--- src/rtl/irq_trigger_pkg.sv ---
// Shared types and field positions for the configurable interrupt trigger cell.
package irq_trigger_pkg;

    // Stored per-line trigger setting; packed so bit 0 = level, 1 = mask falling, 2 = mask rising.
    typedef struct packed {
        logic mask_rise;
        logic mask_fall;
        logic level;
    } trig_cfg_t;

    localparam int CFG_SET_W   = 3;
    localparam int CFG_BIT_CLR = 3;
    localparam int CFG_IDX_LSB = 4;
    localparam int CFG_IDX_W   = 3;
    localparam int CFG_BIT_WE  = 7;
    localparam int CFG_BYTE_W  = 8;

    // Reset setting: edge mode, both directions masked.
    localparam trig_cfg_t CFG_RESET = '{mask_rise: 1'b1, mask_fall: 1'b1, level: 1'b0};

endpackage

--- src/rtl/irq_line_sync.sv ---
// Multi-bit synchronizer chain for the asynchronous event lines.
// Assumes each bit is an independent signal; no cross-bit coherence is implied.
module irq_line_sync #(
    parameter int WIDTH  = 8,
    parameter int STAGES = 2
) (
    input  logic             clk,
    input  logic             rst_n,
    input  logic [WIDTH-1:0] async_in,
    output logic [WIDTH-1:0] sync_out
);

    logic [WIDTH-1:0] stage_q [STAGES];

    // Shift the inputs through STAGES flops.
    always_ff @(posedge clk) begin
        if (!rst_n) begin
            for (int k = 0; k < STAGES; k++) stage_q[k] <= '0;
        end else begin
            stage_q[0] <= async_in;
            for (int k = 1; k < STAGES; k++) stage_q[k] <= stage_q[k-1];
        end
    end

    assign sync_out = stage_q[STAGES-1];

endmodule

--- src/rtl/irq_cfg_regs.sv ---
// Configuration storage for one group of lines.
// It decodes the config byte into a line index, a store flag and a clear command.
// It holds one setting per line and the last addressed index, and returns readback.
// Assumes cfg_wr_data is valid only while cfg_wr_en is high.
module irq_cfg_regs
    import irq_trigger_pkg::*;
#(
    parameter int NUM_LINES = 8
) (
    input  logic                  clk,
    input  logic                  rst_n,
    input  logic                  cfg_wr_en,
    input  logic [CFG_BYTE_W-1:0] cfg_wr_data,
    output logic [CFG_BYTE_W-1:0] cfg_rd_data,
    output trig_cfg_t             line_cfg  [NUM_LINES],
    output logic [NUM_LINES-1:0]  clr_pulse
);

    localparam int SEL_W = CFG_IDX_W;

    logic [SEL_W-1:0]     wr_idx;
    logic                 wr_store;
    logic                 wr_clear;
    trig_cfg_t            wr_set;
    logic [SEL_W-1:0]     sel_q;
    trig_cfg_t            cfg_q [NUM_LINES];
    trig_cfg_t            rd_set;

    // Split the incoming byte into its fields.
    always_comb begin
        wr_idx   = cfg_wr_data[CFG_IDX_LSB +: CFG_IDX_W];
        wr_store = cfg_wr_data[CFG_BIT_WE];
        wr_clear = cfg_wr_data[CFG_BIT_CLR];
        wr_set   = trig_cfg_t'(cfg_wr_data[CFG_SET_W-1:0]);
    end

    // Remember which line the last write addressed.
    always_ff @(posedge clk) begin
        if (!rst_n)         sel_q <= '0;
        else if (cfg_wr_en) sel_q <= wr_idx;
    end

    genvar gi;
    generate
        for (gi = 0; gi < NUM_LINES; gi++) begin : g_line
            // Store this line's setting when a write with the store flag targets it.
            always_ff @(posedge clk) begin
                if (!rst_n)
                    cfg_q[gi] <= CFG_RESET;
                else if (cfg_wr_en && wr_store && (wr_idx == SEL_W'(gi)))
                    cfg_q[gi] <= wr_set;
            end

            // One-cycle clear request for this line; never stored.
            assign clr_pulse[gi] = cfg_wr_en && wr_clear && (wr_idx == SEL_W'(gi));
            assign line_cfg[gi]  = cfg_q[gi];
        end
    endgenerate

    // Select the addressed line's setting for readback.
    always_comb begin
        rd_set = CFG_RESET;
        for (int k = 0; k < NUM_LINES; k++)
            if (sel_q == SEL_W'(k)) rd_set = cfg_q[k];
    end

    // Assemble the readback byte: store and clear positions read as zero.
    always_comb begin
        cfg_rd_data                                = '0;
        cfg_rd_data[CFG_SET_W-1:0]                 = rd_set;
        cfg_rd_data[CFG_IDX_LSB +: CFG_IDX_W]      = sel_q;
    end

endmodule

--- src/rtl/irq_line_detect.sv ---
// Trigger logic for one line: edge detection against the previous sample and the pending latch.
// Assumes sync_in is already synchronized to clk.
module irq_line_detect
    import irq_trigger_pkg::*;
(
    input  logic      clk,
    input  logic      rst_n,
    input  logic      sync_in,
    input  trig_cfg_t cfg,
    input  logic      clr,
    output logic      pending
);

    logic prev_q;
    logic pend_q;
    logic rise_evt;
    logic fall_evt;
    logic lvl_active;

    // Keep the previous synchronized sample for edge comparison.
    always_ff @(posedge clk) begin
        if (!rst_n) prev_q <= 1'b0;
        else        prev_q <= sync_in;
    end

    // Derive unmasked edge events and the unmasked level condition.
    always_comb begin
        rise_evt   = sync_in && !prev_q && !cfg.mask_rise;
        fall_evt   = !sync_in && prev_q && !cfg.mask_fall;
        lvl_active = (sync_in && !cfg.mask_rise) || (!sync_in && !cfg.mask_fall);
    end

    // Pending: follows the level in level mode; sticky in edge mode, where a new event wins over a clear.
    always_ff @(posedge clk) begin
        if (!rst_n)
            pend_q <= 1'b0;
        else if (cfg.level)
            pend_q <= lvl_active;
        else
            pend_q <= (pend_q && !clr) || rise_evt || fall_evt;
    end

    assign pending = pend_q;

endmodule

--- src/rtl/irq_trigger_cell.sv ---
// Top of the configurable interrupt trigger cell: a synchronizer, per-line detectors and config storage.
// Assumes one byte-wide write strobe per configuration access; readback is combinational from storage.
module irq_trigger_cell
    import irq_trigger_pkg::*;
#(
    parameter int NUM_LINES   = 8,
    parameter int SYNC_STAGES = 2
) (
    input  logic                 clk,
    input  logic                 rst_n,
    input  logic [NUM_LINES-1:0] line_in,
    input  logic                 cfg_wr_en,
    input  logic [7:0]           cfg_wr_data,
    output logic [7:0]           cfg_rd_data,
    output logic [NUM_LINES-1:0] pending
);

    logic [NUM_LINES-1:0] line_sync;
    logic [NUM_LINES-1:0] clr_pulse;
    trig_cfg_t            line_cfg [NUM_LINES];

    irq_line_sync #(
        .WIDTH  (NUM_LINES),
        .STAGES (SYNC_STAGES)
    ) sync_i (
        .clk      (clk),
        .rst_n    (rst_n),
        .async_in (line_in),
        .sync_out (line_sync)
    );

    irq_cfg_regs #(
        .NUM_LINES (NUM_LINES)
    ) cfg_i (
        .clk         (clk),
        .rst_n       (rst_n),
        .cfg_wr_en   (cfg_wr_en),
        .cfg_wr_data (cfg_wr_data),
        .cfg_rd_data (cfg_rd_data),
        .line_cfg    (line_cfg),
        .clr_pulse   (clr_pulse)
    );

    genvar gi;
    generate
        for (gi = 0; gi < NUM_LINES; gi++) begin : g_det
            irq_line_detect det_i (
                .clk     (clk),
                .rst_n   (rst_n),
                .sync_in (line_sync[gi]),
                .cfg     (line_cfg[gi]),
                .clr     (clr_pulse[gi]),
                .pending (pending[gi])
            );
        end
    endgenerate

endmodule

--- config.mk ---
export PLATFORM = sky130hd
export DESIGN_NAME = irq_trigger_cell
export DESIGN_NICKNAME = d
export VERILOG_FILES = /design/src/rtl/irq_trigger_pkg.sv /design/src/rtl/irq_line_sync.sv /design/src/rtl/irq_cfg_regs.sv /design/src/rtl/irq_line_detect.sv /design/src/rtl/irq_trigger_cell.sv
export SDC_FILE = /design/constraint.sdc
export NUM_CORES = 1
export LEC_CHECK = 0
export BUFFER_PORTS_ARGS = -buffer_cell sky130_fd_sc_hd__buf_2
export CORE_MARGIN = 5
export CORE_UTILIZATION = 50
export CTS_CLUSTER_SIZE = 8
export DETAILED_ROUTE_END_ITERATION = 8
export PLACE_DENSITY = 0.71
export SLEW_MARGIN = 20
export SYNTH_ARGS = -nofsm -noshare
export SYNTH_HDL_FRONTEND = slang
export SYNTH_HIERARCHICAL = 1
export SYNTH_SLANG_ARGS = --single-unit
--- constraint.sdc ---
create_clock -name clk -period 1.65 [get_ports clk]
set_input_delay 0.165 -clock clk [delete_from_list [all_inputs] [get_ports clk]]
set_output_delay 0.165 -clock clk [all_outputs]
set_load 0.02 [all_outputs]
==> results.md <==
* Wirelength per Cell at 15.3 µm
* Most used DFF post-synth: dfxtp_1
* PD cells at 1070 mW/mm²
* WL final at 5640 µm
* Hold_sp: line_in[1]
* I/O Buffers at 32
* Sink Count at 59
* Initial antenna violation count at 0
* Pwr Total at 3.46 mW
* ANT nets after route at 0
* Largest net degree at the start of global routing at 29
* Latest clock arrival within the worst-skew pair at 340 ps
* CP max FO at 2
* Initial core utilization at 52.3%
* FP Rows at 26
* Post-synth EDFFs at 24
* Most common cell after layout, fill and taps aside: dfxtp_1
* # DRC at 0
* Setup TNS at -339 ps
* FILL cells at 415
* Post-route setup slack at -179 ps
* Final-report setup violation count at 3
* Crit path DAT at 1660 ps
* Die X-Extent at 83.5 µm
* Fraction of registers with async set/reset at 0%
* #FFs+latches synth at 59
* Max-slew violations at 0
* Router iterations before antenna repair at 4
* Yosys warnings at 6
* Worst slew pin tran at 494 ps
* Core box area at 0.00517 mm²
* Final Hold Slack at 43.5 ps
* Failing checks: negative setup slack
* Max Cap Viol at 0
* First-pass GRT wire length at 8970 µm
* Leakage at 1.27 nW
* Slowest CP cell: mux4_2
* Via count at 1965
* R2r setup slk at 480 ps
* Grt ovf at 0
* Avg Synthesized Cell Area at 10.7 µm²
* Final net count at 312
* Commonest non-fill, non-tap cells in the layout: dfxtp_1 (32), buf_2 (29), edfxtp_1 (24)
* CTS tree: yes
* Seq/Total Area, Yosys at 52.6%
* Critical Path Start: cfg_i/cfg_q[1][11]
* Num CTS Buffers at 9
* CP Capture Type: output pin
* Critical path class: reg -> out
* H-tree Lvls at 3
* Via density at 5.34
* Final worst-path cycle share at 111%
* Die area at 0.00698 mm²
* CP cell instances: mux4_2 -> mux2_4 -> buf_6
* Final Wtd Congestion at 0.827
* Post-DP HPWL at 3890 µm
* 1st-iter DRT viols at 193
* Max Freq at 0.547 GHz
* Util after Layout at 62.6%
* Share of layout cells above drive strength 1 at 35.9%
* Worst VDD drop at 0.000567 V
* Slowest stage delay, CP at 490 ps
* # IOs at 35
* Clk root buf: clkbuf_8
* Outcome: finished, violations left
* Total Routing Usage GR at 16.9%
* RSZ-0062 raised after global routing: true
* ANT cells at 0
* Clock tree buffer depth at 2
* Gate Count Post-Synth at 252
* Area growth syn-to-layout at 19.8%
* Synthesized area at 0.00270 mm²
* Worst-case clock skew at 6.82 ps
* Final Hold Vio Count at 0
* Die Ht at 83.5 µm
* Hold Crit Class: in -> reg
* CP Data Required Time at 1480 ps
* Number of global-route vias before repair at 1827
* Clock-pin slew on the worst setup and hold paths at 70 ps
* Min cycle time layout at 1830 ps
* Synth cell types at 40
* Setup crit start kind: register
* R2r startpoint: cfg_i/cfg_q[1][11]
* Slew HR at 66.7%
## critical path: cells and delay by family, from the launching register on
kind / cells / cell delay, ps
DFF: 1 / 430
muxes: 2 / 770
buffers and inverters: 1 / 130
## power by group
part | total (mW) | switching, mW | internal [mW]
clock | 1.42 | 0.552 | 0.863
combinational | 0.388 | 0.209 | 0.180
sequential | 1.66 | 0.0600 | 1.60
## per-layer routing
metal,GRT usage (%),share of wire [%],wire [µm],vias up
met5,0,0,0,-
met4,10.7,3.1,176,0
met3,4.24,7.9,446,14
met2,25.0,46,2580,74
met1,22.0,43,2440,914
li1,-,-,-,963
## registers in the layout (all words and copies together) (netlist names)
name and count:
cfg_i/cfg_q 24, cfg_i/sel_q 3, g_det.det_i/pending 8, g_det.det_i/prev_q 8, sync_i/stage_q 16
## cell type report
class	instances	area [µm²]	share of cell area, %
Sequential cell	59	1430	44.1
Multi-Input combinational cell	162	1140	35.2
Timing Repair Buffer	50	318	9.81
Clock buffer	12	176	5.45
Tap cell	70	87.6	2.70
Clock inverter	4	45.0	1.39
Inverter	11	41.3	1.27
## cells in the mapped netlist, types with 3 or more instances
master,instances,area share (%)
dfxtp_1,35,26
nand2_1,3,0.42
a31oi_1,8,1.9
buf_4,11,3.1
and2_1,4,0.93
a21oi_1,8,1.5
clkbuf_1,6,0.83
mux2i_1,14,5.2
nor2_1,18,2.5
and2_2,20,5.6
o21ai_0,15,2.8
or3_1,16,3.7
nand2b_1,11,2.5
nor3b_2,8,3.7
inv_1,10,1.4
nand3_1,4,0.74
nor2b_1,3,0.69
edfxtp_1,24,27
nor3_1,8,1.5
## through the flow
step / cell area (µm²) / setup slack [ps] / cells
detailed placement: 2860 / 36.7 / 340
floorplan: 2710 / 57.5 / 253
CTS: 3180 / -240 / 361
finish: 3240 / -179 / 368
global route: 3240 / -224 / 368
global placement: 2860 / 71.0 / 340
## final timing paths
path                       endpoint  depth (start not counted)
max                  cfg_rd_data[2]                          3
min            sync_i/stage_q[0][1]                          2
max reg2reg  g_det[7].det_i/pending                          5
min reg2reg   sync_i/stage_q[0][11]                          1
## cell families after synthesis
group / Yosys count / synth area share [%]
other cells: 1 / 0.139
flops: 59 / 52.6
buf+inv: 32 / 6.62
mux: 18 / 7.96
compound gates: 40 / 8.65
simple gates: 102 / 24.1
## repair_timing
action                     CTS  global route
pin swaps                    4             1
setup endpoints to repair    3             3
hold buffers                 0             0
hold endpoints to repair     0             0
buffers inserted             5             8
resized for setup           17             3
Power figures use the tool's default switching activity.
